===== src/rtl/dma_ch_pkg.sv =====
package dma_ch_pkg;

   typedef enum logic [1:0] {
      XS_IDLE  = 2'd0,
      XS_READ  = 2'd1,
      XS_WRITE = 2'd2
   } xfer_state_e;

   localparam int CTRL_W  = 8;
   localparam int CB_EN   = 0;
   localparam int CB_TCIE = 1;
   localparam int CB_HTIE = 2;
   localparam int CB_TEIE = 3;
   localparam int CB_DIR  = 4;
   localparam int CB_CIRC = 5;
   localparam int CB_PINC = 6;
   localparam int CB_MINC = 7;

   localparam int FLAG_W = 3;
   localparam int FB_TC  = 0;
   localparam int FB_HT  = 1;
   localparam int FB_TE  = 2;

   localparam int REG_AW = 3;
   localparam logic [REG_AW-1:0] RA_CTRL  = 3'd0;
   localparam logic [REG_AW-1:0] RA_COUNT = 3'd1;
   localparam logic [REG_AW-1:0] RA_PADDR = 3'd2;
   localparam logic [REG_AW-1:0] RA_MADDR = 3'd3;
   localparam logic [REG_AW-1:0] RA_FLAGS = 3'd4;

endpackage


===== src/rtl/dma_ch_regs.sv =====
module dma_ch_regs
   import dma_ch_pkg::*;
#(
   parameter int ADDR_W = 32
) (
   input  logic                clk,
   input  logic                rst_n,
   input  logic                reg_we,
   input  logic [REG_AW-1:0]   reg_addr,
   input  logic [31:0]         reg_wdata,
   input  logic                err_evt,
   input  logic                tc_evt,
   input  logic                ht_evt,
   output logic [CTRL_W-1:0]   ctrl_o,
   output logic [ADDR_W-1:0]   paddr_o,
   output logic [ADDR_W-1:0]   maddr_o,
   output logic [FLAG_W-1:0]   flags_o,
   output logic                en_rise_o,
   output logic                cnt_we_o
);

   logic [CTRL_W-1:0] ctrl_q;
   logic [ADDR_W-1:0] paddr_q, maddr_q;
   logic [FLAG_W-1:0] flags_q, flag_set, flag_clr;

   assign en_rise_o = reg_we && (reg_addr == RA_CTRL) && reg_wdata[CB_EN] && !ctrl_q[CB_EN];
   assign cnt_we_o  = reg_we && (reg_addr == RA_COUNT) && !ctrl_q[CB_EN];

   always_comb begin
      flag_set        = '0;
      flag_set[FB_TC] = tc_evt;
      flag_set[FB_HT] = ht_evt;
      flag_set[FB_TE] = err_evt;
      flag_clr        = (reg_we && reg_addr == RA_FLAGS) ? reg_wdata[FLAG_W-1:0] : '0;
   end

   always_ff @(posedge clk or negedge rst_n) begin
      if (!rst_n) begin
         ctrl_q  <= '0;
         paddr_q <= '0;
         maddr_q <= '0;
         flags_q <= '0;
      end else begin
         if (reg_we && reg_addr == RA_CTRL)  ctrl_q  <= reg_wdata[CTRL_W-1:0];
         if (reg_we && reg_addr == RA_PADDR) paddr_q <= reg_wdata[ADDR_W-1:0];
         if (reg_we && reg_addr == RA_MADDR) maddr_q <= reg_wdata[ADDR_W-1:0];
         if (err_evt) ctrl_q[CB_EN] <= 1'b0;
         flags_q <= (flags_q & ~flag_clr) | flag_set;
      end
   end

   assign ctrl_o  = ctrl_q;
   assign paddr_o = paddr_q;
   assign maddr_o = maddr_q;
   assign flags_o = flags_q;

   a_r9_err_drops_en: assert property (@(posedge clk) disable iff (!rst_n)
      err_evt |=> !ctrl_q[CB_EN]);

   a_r10_err_flag: assert property (@(posedge clk) disable iff (!rst_n)
      err_evt |=> flags_q[FB_TE]);

   a_r10_tc_flag: assert property (@(posedge clk) disable iff (!rst_n)
      tc_evt |=> flags_q[FB_TC]);

endmodule


===== src/rtl/dma_ch_counter.sv =====
module dma_ch_counter #(
   parameter int CNT_W = 16
) (
   input  logic             clk,
   input  logic             rst_n,
   input  logic             load_i,
   input  logic [CNT_W-1:0] load_val_i,
   input  logic             done_i,
   input  logic             circ_i,
   output logic [CNT_W-1:0] cnt_o,
   output logic             zero_o,
   output logic             wrap_o,
   output logic             tc_evt_o,
   output logic             ht_evt_o
);

   localparam logic [CNT_W-1:0] ONE = CNT_W'(1);

   logic [CNT_W-1:0] cnt_q, prog_q, cnt_dec;
   logic [CNT_W:0]   twice_now, twice_next, prog_ext;
   logic             last_item;

   assign cnt_dec    = cnt_q - ONE;
   assign last_item  = (cnt_q == ONE);
   assign twice_now  = {cnt_q, 1'b0};
   assign twice_next = {cnt_dec, 1'b0};
   assign prog_ext   = {1'b0, prog_q};

   assign tc_evt_o = done_i && last_item;
   assign wrap_o   = done_i && last_item && circ_i;
   assign ht_evt_o = done_i && (twice_now > prog_ext) && (twice_next <= prog_ext);

   always_ff @(posedge clk or negedge rst_n) begin
      if (!rst_n) begin
         cnt_q  <= '0;
         prog_q <= '0;
      end else if (load_i) begin
         cnt_q  <= load_val_i;
         prog_q <= load_val_i;
      end else if (wrap_o) begin
         cnt_q  <= prog_q;
      end else if (done_i) begin
         cnt_q  <= cnt_dec;
      end
   end

   assign cnt_o  = cnt_q;
   assign zero_o = (cnt_q == '0);

   a_r6_decrement: assert property (@(posedge clk) disable iff (!rst_n)
      (done_i && !load_i && cnt_q > ONE) |=> (cnt_q == $past(cnt_q) - ONE));

   a_r7_reload: assert property (@(posedge clk) disable iff (!rst_n)
      (done_i && !load_i && circ_i && last_item) |=> (cnt_q == $past(prog_q)));

   a_r8_reach_zero: assert property (@(posedge clk) disable iff (!rst_n)
      (done_i && !load_i && !circ_i && last_item) |=> zero_o);

   a_r6_hold: assert property (@(posedge clk) disable iff (!rst_n)
      (!done_i && !load_i) |=> $stable(cnt_q));

endmodule


===== src/rtl/dma_ch_addr_gen.sv =====
module dma_ch_addr_gen #(
   parameter int ADDR_W = 32,
   parameter int STEP   = 4
) (
   input  logic              clk,
   input  logic              rst_n,
   input  logic [ADDR_W-1:0] base_i,
   input  logic              load_i,
   input  logic              wrap_i,
   input  logic              adv_i,
   output logic [ADDR_W-1:0] ptr_o
);

   logic [ADDR_W-1:0] ptr_q;

   generate
      if (STEP == 0) begin : g_fixed
         always_ff @(posedge clk or negedge rst_n) begin
            if (!rst_n)                 ptr_q <= '0;
            else if (load_i || wrap_i)  ptr_q <= base_i;
         end
      end else begin : g_step
         localparam logic [ADDR_W-1:0] INC = ADDR_W'(STEP);
         always_ff @(posedge clk or negedge rst_n) begin
            if (!rst_n)                 ptr_q <= '0;
            else if (load_i || wrap_i)  ptr_q <= base_i;
            else if (adv_i)             ptr_q <= ptr_q + INC;
         end

         a_r3_advance: assert property (@(posedge clk) disable iff (!rst_n)
            (adv_i && !load_i && !wrap_i) |=> (ptr_q == $past(ptr_q) + INC));
      end
   endgenerate

   assign ptr_o = ptr_q;

   a_r3_hold: assert property (@(posedge clk) disable iff (!rst_n)
      (!adv_i && !load_i && !wrap_i) |=> $stable(ptr_q));

   a_r3_load: assert property (@(posedge clk) disable iff (!rst_n)
      load_i |=> (ptr_q == $past(base_i)));

endmodule


===== src/rtl/dma_ch_xfer_fsm.sv =====
module dma_ch_xfer_fsm
   import dma_ch_pkg::*;
#(
   parameter int ADDR_W = 32,
   parameter int DATA_W = 32
) (
   input  logic              clk,
   input  logic              rst_n,
   input  logic              en_i,
   input  logic              dir_i,
   input  logic              cnt_zero_i,
   input  logic              periph_req,
   input  logic [ADDR_W-1:0] ptr_p_i,
   input  logic [ADDR_W-1:0] ptr_m_i,
   input  logic              bus_gnt,
   input  logic              bus_err,
   input  logic [DATA_W-1:0] bus_rdata,
   output logic              bus_req,
   output logic              bus_we,
   output logic [ADDR_W-1:0] bus_addr,
   output logic [DATA_W-1:0] bus_wdata,
   output logic              done_o,
   output logic              err_o
);

   xfer_state_e       state_q, state_d;
   logic [DATA_W-1:0] data_q;
   logic [ADDR_W-1:0] src_addr, dst_addr;
   logic              start;

   assign start    = (state_q == XS_IDLE) && en_i && !cnt_zero_i && periph_req;
   assign src_addr = dir_i ? ptr_m_i : ptr_p_i;
   assign dst_addr = dir_i ? ptr_p_i : ptr_m_i;

   always_comb begin
      state_d = state_q;
      unique case (state_q)
         XS_IDLE:  if (start) state_d = XS_READ;
         XS_READ:  if (bus_gnt) state_d = bus_err ? XS_IDLE : XS_WRITE;
         XS_WRITE: if (bus_gnt) state_d = XS_IDLE;
         default:  state_d = XS_IDLE;
      endcase
   end

   always_ff @(posedge clk or negedge rst_n) begin
      if (!rst_n) begin
         state_q <= XS_IDLE;
         data_q  <= '0;
      end else begin
         state_q <= state_d;
         if (state_q == XS_READ && bus_gnt && !bus_err) data_q <= bus_rdata;
      end
   end

   assign bus_req   = (state_q != XS_IDLE);
   assign bus_we    = (state_q == XS_WRITE);
   assign bus_addr  = (state_q == XS_WRITE) ? dst_addr : src_addr;
   assign bus_wdata = data_q;
   assign done_o    = (state_q == XS_WRITE) && bus_gnt && !bus_err;
   assign err_o     = (state_q != XS_IDLE) && bus_gnt && bus_err;

   a_r2_hold_request: assert property (@(posedge clk) disable iff (!rst_n)
      (bus_req && !bus_gnt) |=> (bus_req && $stable(bus_we) && $stable(bus_addr)));

   a_r2_write_follows: assert property (@(posedge clk) disable iff (!rst_n)
      (bus_req && !bus_we && bus_gnt && !bus_err) |=> (bus_req && bus_we && bus_wdata == $past(bus_rdata)));

   a_r4_single_ack: assert property (@(posedge clk) disable iff (!rst_n)
      done_o |=> !done_o);

   a_r8_zero_blocks: assert property (@(posedge clk) disable iff (!rst_n)
      (!bus_req && cnt_zero_i) |=> !bus_req);

   a_r9_error_ends: assert property (@(posedge clk) disable iff (!rst_n)
      err_o |=> !bus_req);

endmodule


===== src/rtl/dma_channel.sv =====
module dma_channel
   import dma_ch_pkg::*;
#(
   parameter int ADDR_W     = 32,
   parameter int DATA_W     = 32,
   parameter int CNT_W      = 16,
   parameter int ITEM_BYTES = 4
) (
   input  logic              clk,
   input  logic              rst_n,
   input  logic              reg_we,
   input  logic [2:0]        reg_addr,
   input  logic [31:0]       reg_wdata,
   output logic [31:0]       reg_rdata,
   input  logic              periph_req,
   output logic              periph_ack,
   output logic              bus_req,
   output logic              bus_we,
   output logic [ADDR_W-1:0] bus_addr,
   output logic [DATA_W-1:0] bus_wdata,
   input  logic [DATA_W-1:0] bus_rdata,
   input  logic              bus_gnt,
   input  logic              bus_err,
   output logic              irq_tc,
   output logic              irq_ht,
   output logic              irq_te
);

   generate
      if (CNT_W < 2 || CNT_W > 32) begin : g_bad_cnt
         $error("dma_channel: CNT_W must lie in 2..32");
      end
      if (ADDR_W < 2 || ADDR_W > 32) begin : g_bad_addr
         $error("dma_channel: ADDR_W must lie in 2..32");
      end
      if (DATA_W < 1) begin : g_bad_data
         $error("dma_channel: DATA_W must be positive");
      end
      if (ITEM_BYTES < 0) begin : g_bad_step
         $error("dma_channel: ITEM_BYTES must not be negative");
      end
   endgenerate

   logic [CTRL_W-1:0] ctrl;
   logic [ADDR_W-1:0] paddr, maddr, ptr_p, ptr_m;
   logic [FLAG_W-1:0] flags;
   logic [CNT_W-1:0]  cnt;
   logic              en_rise, cnt_we, cnt_zero, wrap, tc_evt, ht_evt;
   logic              xfer_done, xfer_err;

   dma_ch_regs #(.ADDR_W(ADDR_W)) u_regs (
      .clk       (clk),
      .rst_n     (rst_n),
      .reg_we    (reg_we),
      .reg_addr  (reg_addr),
      .reg_wdata (reg_wdata),
      .err_evt   (xfer_err),
      .tc_evt    (tc_evt),
      .ht_evt    (ht_evt),
      .ctrl_o    (ctrl),
      .paddr_o   (paddr),
      .maddr_o   (maddr),
      .flags_o   (flags),
      .en_rise_o (en_rise),
      .cnt_we_o  (cnt_we)
   );

   dma_ch_counter #(.CNT_W(CNT_W)) u_count (
      .clk        (clk),
      .rst_n      (rst_n),
      .load_i     (cnt_we),
      .load_val_i (reg_wdata[CNT_W-1:0]),
      .done_i     (xfer_done),
      .circ_i     (ctrl[CB_CIRC]),
      .cnt_o      (cnt),
      .zero_o     (cnt_zero),
      .wrap_o     (wrap),
      .tc_evt_o   (tc_evt),
      .ht_evt_o   (ht_evt)
   );

   dma_ch_addr_gen #(.ADDR_W(ADDR_W), .STEP(ITEM_BYTES)) u_pptr (
      .clk    (clk),
      .rst_n  (rst_n),
      .base_i (paddr),
      .load_i (en_rise),
      .wrap_i (wrap),
      .adv_i  (xfer_done && ctrl[CB_PINC]),
      .ptr_o  (ptr_p)
   );

   dma_ch_addr_gen #(.ADDR_W(ADDR_W), .STEP(ITEM_BYTES)) u_mptr (
      .clk    (clk),
      .rst_n  (rst_n),
      .base_i (maddr),
      .load_i (en_rise),
      .wrap_i (wrap),
      .adv_i  (xfer_done && ctrl[CB_MINC]),
      .ptr_o  (ptr_m)
   );

   dma_ch_xfer_fsm #(.ADDR_W(ADDR_W), .DATA_W(DATA_W)) u_fsm (
      .clk        (clk),
      .rst_n      (rst_n),
      .en_i       (ctrl[CB_EN]),
      .dir_i      (ctrl[CB_DIR]),
      .cnt_zero_i (cnt_zero),
      .periph_req (periph_req),
      .ptr_p_i    (ptr_p),
      .ptr_m_i    (ptr_m),
      .bus_gnt    (bus_gnt),
      .bus_err    (bus_err),
      .bus_rdata  (bus_rdata),
      .bus_req    (bus_req),
      .bus_we     (bus_we),
      .bus_addr   (bus_addr),
      .bus_wdata  (bus_wdata),
      .done_o     (xfer_done),
      .err_o      (xfer_err)
   );

   always_comb begin
      unique case (reg_addr)
         RA_CTRL:  reg_rdata = 32'(ctrl);
         RA_COUNT: reg_rdata = 32'(cnt);
         RA_PADDR: reg_rdata = 32'(paddr);
         RA_MADDR: reg_rdata = 32'(maddr);
         RA_FLAGS: reg_rdata = 32'(flags);
         default:  reg_rdata = '0;
      endcase
   end

   assign periph_ack = xfer_done;
   assign irq_tc     = flags[FB_TC] && ctrl[CB_TCIE];
   assign irq_ht     = flags[FB_HT] && ctrl[CB_HTIE];
   assign irq_te     = flags[FB_TE] && ctrl[CB_TEIE];

   a_r5_locked_count: assert property (@(posedge clk) disable iff (!rst_n)
      (ctrl[CB_EN] && !xfer_done) |=> $stable(cnt));

   a_r4_ack_needs_enable: assert property (@(posedge clk) disable iff (!rst_n)
      (!ctrl[CB_EN] && !bus_req) |=> !periph_ack);

endmodule


===== config.mk =====
export PLATFORM = sky130hd
export DESIGN_NAME = dma_channel
export DESIGN_NICKNAME = d
export VERILOG_FILES = /design/src/rtl/dma_ch_pkg.sv /design/src/rtl/dma_ch_regs.sv /design/src/rtl/dma_ch_counter.sv /design/src/rtl/dma_ch_addr_gen.sv /design/src/rtl/dma_ch_xfer_fsm.sv /design/src/rtl/dma_channel.sv
export SDC_FILE = /design/constraint.sdc
export NUM_CORES = 1
export LEC_CHECK = 0
export ABC_AREA = 1
export BUFFER_PORTS_ARGS = -buffer_cell sky130_fd_sc_hd__buf_2
export CORE_UTILIZATION = 50
export CTS_CLUSTER_DIAMETER = 80
export DETAILED_ROUTE_END_ITERATION = 10
export PLACE_DENSITY = 0.71
export SYNTH_ARGS = -nofsm -noshare
export SYNTH_HDL_FRONTEND = slang
export SYNTH_SLANG_ARGS = --single-unit

===== constraint.sdc =====
create_clock -name clk -period 6.2 [get_ports clk]
set_input_delay 1.86 -clock clk [delete_from_list [all_inputs] [get_ports clk]]
set_output_delay 1.86 -clock clk [all_outputs]
set_load 0.05 [all_outputs]

== Yosys cells after proc, flatten, opt, wreduce, memory -nomap -nowiden ==
Index checks and enable logic that the tools add are counted.
Widths: inputs -> output; s select.
Word-level totals
  word-level logic and storage cells: 87
  output and inout bits: 102
  input port bits: 73
  flip-flop bits (word level): 205
Cells by class
  muxes and demuxes: 19
  equality and inequality tests: 10
  bitwise operators: 3
  add/sub/neg operators: 3
  reductions and logical operators: 39
  magnitude comparators: 2
Operator list (number)
  $mux 32: 7
  $pmux 32 s5: 1
  $add 32x3->32 const B: 2
  $mux 16: 3
  $logic_and 1x1->1: 26
  $gt 17x16->1: 1
  $le 17x16->1: 1
  $eq 16x1->1 const B: 1
  $logic_not 16->1: 1
  $sub 16x1->16 const B: 1
  $mux 2: 4
  $reduce_bool 2->1: 4
  $eq 3x2->1 const B: 2
  $pmux 2 s3: 1
  $ne 2x1->1 const B: 2
  $and 3x3->3: 1
  $eq 3x1->1 const B: 1
  $eq 3x3->1 const B: 1
  $logic_not 1->1: 3
  $logic_not 3->1: 1
  $mux 3: 1
  $not 3->3: 1
  $or 3x3->3: 1
  $reduce_and 3->1: 1
  7 further kinds: 8

== Longest topological paths before layout ==
  depth after elaboration: 7
  depth in mapped cells: 21
  depth with buffers taken out: 21

== Hierarchy ==
From an unflattened synthesis, not the netlist that was laid out.
Second synthesis, totals
  cell total of the unflattened synthesis: 2047
  area, all modules: 13920.9 um^2
By module, submodules not included
  dma_ch_addr_gen: area an instance 2316.0 um^2, cells an instance 353, instances 2
  dma_ch_regs: area an instance 3121.7 um^2, cells an instance 344, instances 1
  dma_ch_counter: area an instance 2670.1 um^2, cells an instance 358, instances 1
  dma_ch_xfer_fsm: area an instance 2637.5 um^2, cells an instance 464, instances 1
  dma_channel: area an instance 859.6 um^2, cells an instance 175, instances 1

== Worst setup path after synthesis ==
No wires, ideal clock.
  kind: input -> output
  start point: input port reg_addr[0]
  end point: output port reg_rdata[13]
  data required time: 4.340 ns
  data arrival time: 3.707 ns
  slack: 0.633 ns
  stages: 5
  path through: inv_1 -> nor3_1 -> inv_2 -> clkbuf_1 -> o21ai_0
On the way
  word-level cells in the longest chain between the ends: 2
Ends and longest elaborated chain
  start: declaration: RTL line dma_channel.sv:12  | input logic [2:0] reg_addr,
  $eq 3x3->1 (tied with other cells): RTL line dma_channel.sv:123  | unique case (reg_addr)
  $pmux 32 s5 (*): RTL line dma_channel.sv:123
  end: declaration: RTL line dma_channel.sv:14  | output logic [31:0] reg_rdata,
Mark *: on every way between the ends. The rest lies on a longest branch, timed or not.

== Worst setup path after layout ==
  start point: input port reg_addr[1]
  end point: output port reg_rdata[5]
Same word-level chain as after synthesis.

==> impl_metrics.py <==
metrics = {
    "detailed_routing": {
        "antenna_left": 0,
        "via_count": 10700,
        "drtIter0Drc": 792,
        "routedWlPerCell_um": 17.4,
        "wl_mm": 34.0,
        "drc": 0,
        "via_per_inst": 5.47,
        "drt_first_pass_iters": 5,
    },
    "synthesis": {
        "synthArstFlopShare_pct": 100,
        "syn_inst": 1459,
        "synth-compound-area-share_pct": 14.8,
        "avgSynthCellArea_um2": 7.99,
        "synth_nets": 1567,
        "postSynth.topFlopCell": "dfrtp_1",
        "yosys.area_share.adder_pct": 3.75,
        "synth-seq-cells": 205,
        "synthMuxAreaShare_pct": 3.09,
        "yosys.area_share.simple_pct": 21.9,
        "yosysWarningCount": 0,
        "netlist_area_um2": 11700,
        "synth_xor_area_share_pct": 3.91,
        "synth-edff-count": 0,
        "synth_cell_type_count": 51,
        "synth_top_family_by_area": "simple AND/OR/NAND/NOR gates",
        "ys_seq_area_share_pct": 44.0,
    },
    "floorplanning": {
        "die_w_um": 155,
        "ioPinCount": 175,
        "rows": 55,
        "coreArea_um2": 22800,
        "die_y_um": 155,
        "start_util_pct": 51.2,
        "die_area_um2": 23900,
    },
    "timing": {
        "setup_viol": 0,
        "hold_viol_final": 0,
        "max-slew-margin-rel_pct": 25.2,
        "skew_ns": 0.0146,
        "max_clock_freq_mhz": 174,
        "period_minus_slack_ns": 5.75,
        "setup-tns-final_ns": 0,
        "period_share_pct": 92.8,
        "rsz0062_at_grt": "false",
        "tightest_slew_ns": 1.12,
        "maxSlewViolCount": 0,
    },
    "global_route": {
        "overflow": 0,
        "grt_pass1_wl_mm": 54.5,
        "antenna_found_initial": 3,
        "grt_pass1_vias": 10500,
        "grtUsageTotal_pct": 28.9,
        "grt_max_degree": 107,
    },
    "clock_network": {
        "cts_buffers": 24,
        "cts_resized": 0,
        "clk_latency_ns": 0.53,
        "cts_tree": "done",
        "root_buffer": "clkbuf_16",
        "cts_htree_levels": 1,
        "clk_pin_slew_ns": 0.06,
        "cts_hold_buffers": 0,
        "clock_sinks": 205,
        "cts_max_path_buffers": 3,
        "post_cts_buffers": 0,
    },
    "power": {
        "internal_power_mw": 3.56,
        "p_total_mw": 6.63,
        "p_switching_mw": 3.07,
        "ir_drop_mv": 0.335,
        "pwr-share-comb_pct": 44.2,
        "p_clk_share_pct": 21.9,
        "power.density_nw_per_um2": 486,
        "p_sw_share_pct": 46.3,
        "sequentialPowerShare_pct": 34.0,
        "p_leak_nw": 6.91,
    },
    "worst_setup_path": {
        "endpoint_kind": "primary output",
        "critPathArrivalTime_ns": 3.89,
        "path_class": "input pin to primary output",
        "worstPathRequired_ns": 4.34,
        "path_cells": "buf_2, inv_1, nor2_1, nand2_1, clkinv_1, a221oi_1, o21ai_0, buf_2",
        "critPathMaxFanout": 25,
        "start_kind": "input pin",
        "critPathSlowestCell": "clkinv_1",
        "crit_top_cell": "buf_2",
        "critPathMaxStageDelay_ns": 0.69,
    },
    "flow_run": {
        "max-cap-violations": 0,
    },
    "final_layout": {
        "syn2layout_area_growth_pct": 17.0,
        "layout.nets": 1734,
        "drive_gt1_share_pct": 17.7,
    },
    "placed_design": {
        "hpwl_mm": 25.1,
        "routabilityCongestion": 0.963,
        "io_buffer_count": 174,
    },
    "worst_hold_path": {
        "hold_class": "flop to flop",
    },
    "outcome": {
        "status": "finished clean",
    },
}
## state kept, by name, indices dropped and copies added, names as in the netlist
signal / count
u_fsm.state_q: 2
u_fsm.bus_wdata: 32
u_count.prog_q: 16
u_regs.ctrl_o: 8
u_mptr.ptr_o: 32
u_regs.maddr_o: 32
u_regs.paddr_o: 32
u_count.cnt_o: 16
u_regs.flags_o: 3
u_pptr.ptr_o: 32
## layer usage
metal	vias to the layer above	part of all wire, %	global-route usage (%)
met3	84	7.8	5.10
met4	4	3.2	9.52
met2	421	46	46.4
met5	-	0.079	0
met1	5071	43	39.6
li1	5143	-	-
## cell families (layout without fill, tap and decap cells)
family / Yosys count / after routing
compound gates: 280 / 280
xor+xnor: 52 / 52
fa+ha+maj: 35 / 35
buf+inv: 252 / 437
flops: 205 / 205
mux: 32 / 32
other cells: 0 / 2
simple gates: 603 / 603
## cell usage after synthesis, drive strengths merged (11+ instances only)
master | n | share of area [%]
buf | 20 | 1.1
clkbuf | 25 | 0.80
o221ai | 15 | 1.6
o21ai | 177 | 7.6
o211ai | 34 | 2.3
a21oi | 18 | 0.77
ha | 35 | 3.8
nor2 | 81 | 2.9
nand3 | 57 | 2.5
mux2 | 32 | 3.1
dfrtp | 205 | 44
xor2 | 46 | 3.5
nor3 | 23 | 1.2
inv | 205 | 6.6
a22o | 11 | 0.83
nand4 | 28 | 1.5
nand2 | 396 | 13
## per-stage QoR
stage	cells	hold WS, ns	cell area [um2]	util (%)	setup slack (ns)
2_1_floorplan	1459	0.442	11700	-	0.633
3_3_place_gp	1913	0.462	12800	56.3	0.548
3_5_place_dp	1913	0.468	12800	56.3	0.497
4_1_cts	1957	0.482	13600	59.9	0.494
5_1_grt	1957	0.493	13600	59.9	0.288
6_report	1959	0.475	13600	59.9	0.446
## layout make-up
cell class | instances | area (um2)
antenna | 2 | 5.00
tap | 313 | 392
clock inverter | 8 | 96.3
clock buffer | 36 | 717
fill | 2078 | 9130
sequential | 205 | 5130
inverter | 207 | 777
timing repair buffer | 186 | 970
multi-input combinational | 1002 | 5560
## layout by cell type, fill, tap and decap left out, types with 18 or more instances in the layout
master and count:
nand2_1 392, nand4_1 28, o21ai_0 169, nor2_1 75, nor3_1 20, mux2_2 32, nand3_1 56, clkbuf_16 25
dfrtp_1 205, o211ai_1 32, a21oi_1 18, inv_1 198, buf_2 173, ha_1 35, xor2_1 45
## critical path: cells and delay by family
kind	cells	cell delay, ns
AO/OA/AOI/OAI	2	0.70
buffers and inverters	4	1.17
AND/OR/NAND/NOR	2	0.16
## power by group through the flow
| stage | logic (mW) | clock network [mW] | registers, mW |
|---|---|---|---|
| CTS | 2.92 | 1.47 | 2.24 |
| global route | 3.22 | 1.53 | 2.31 |
| floorplan | 1.89 | 0 | 2.48 |
| finish | 2.93 | 1.45 | 2.25 |
| global placement | 2.85 | 0 | 2.24 |
| detailed placement | 2.91 | 0 | 2.25 |
## path summary, 6_finish.rpt
path / start / endpoint / slack, ns / depth (start not counted)
max: reg_addr[1] / reg_rdata[5] / 0.45 / 8
min: u_pptr.ptr_o[1] / u_pptr.ptr_o[1] / 0.48 / 2
max reg2reg: u_fsm.state_q[1] / u_mptr.ptr_o[25] / 2.57 / 12
min reg2reg: u_pptr.ptr_o[1] / u_pptr.ptr_o[1] / 0.48 / 2
max in group asynchronous: rst_n / u_regs.ctrl_o[2] / 3.49 / 2
min in group asynchronous: rst_n / u_mptr.ptr_o[14] / 1.39 / 1
Power figures use the tool's default switching activity.
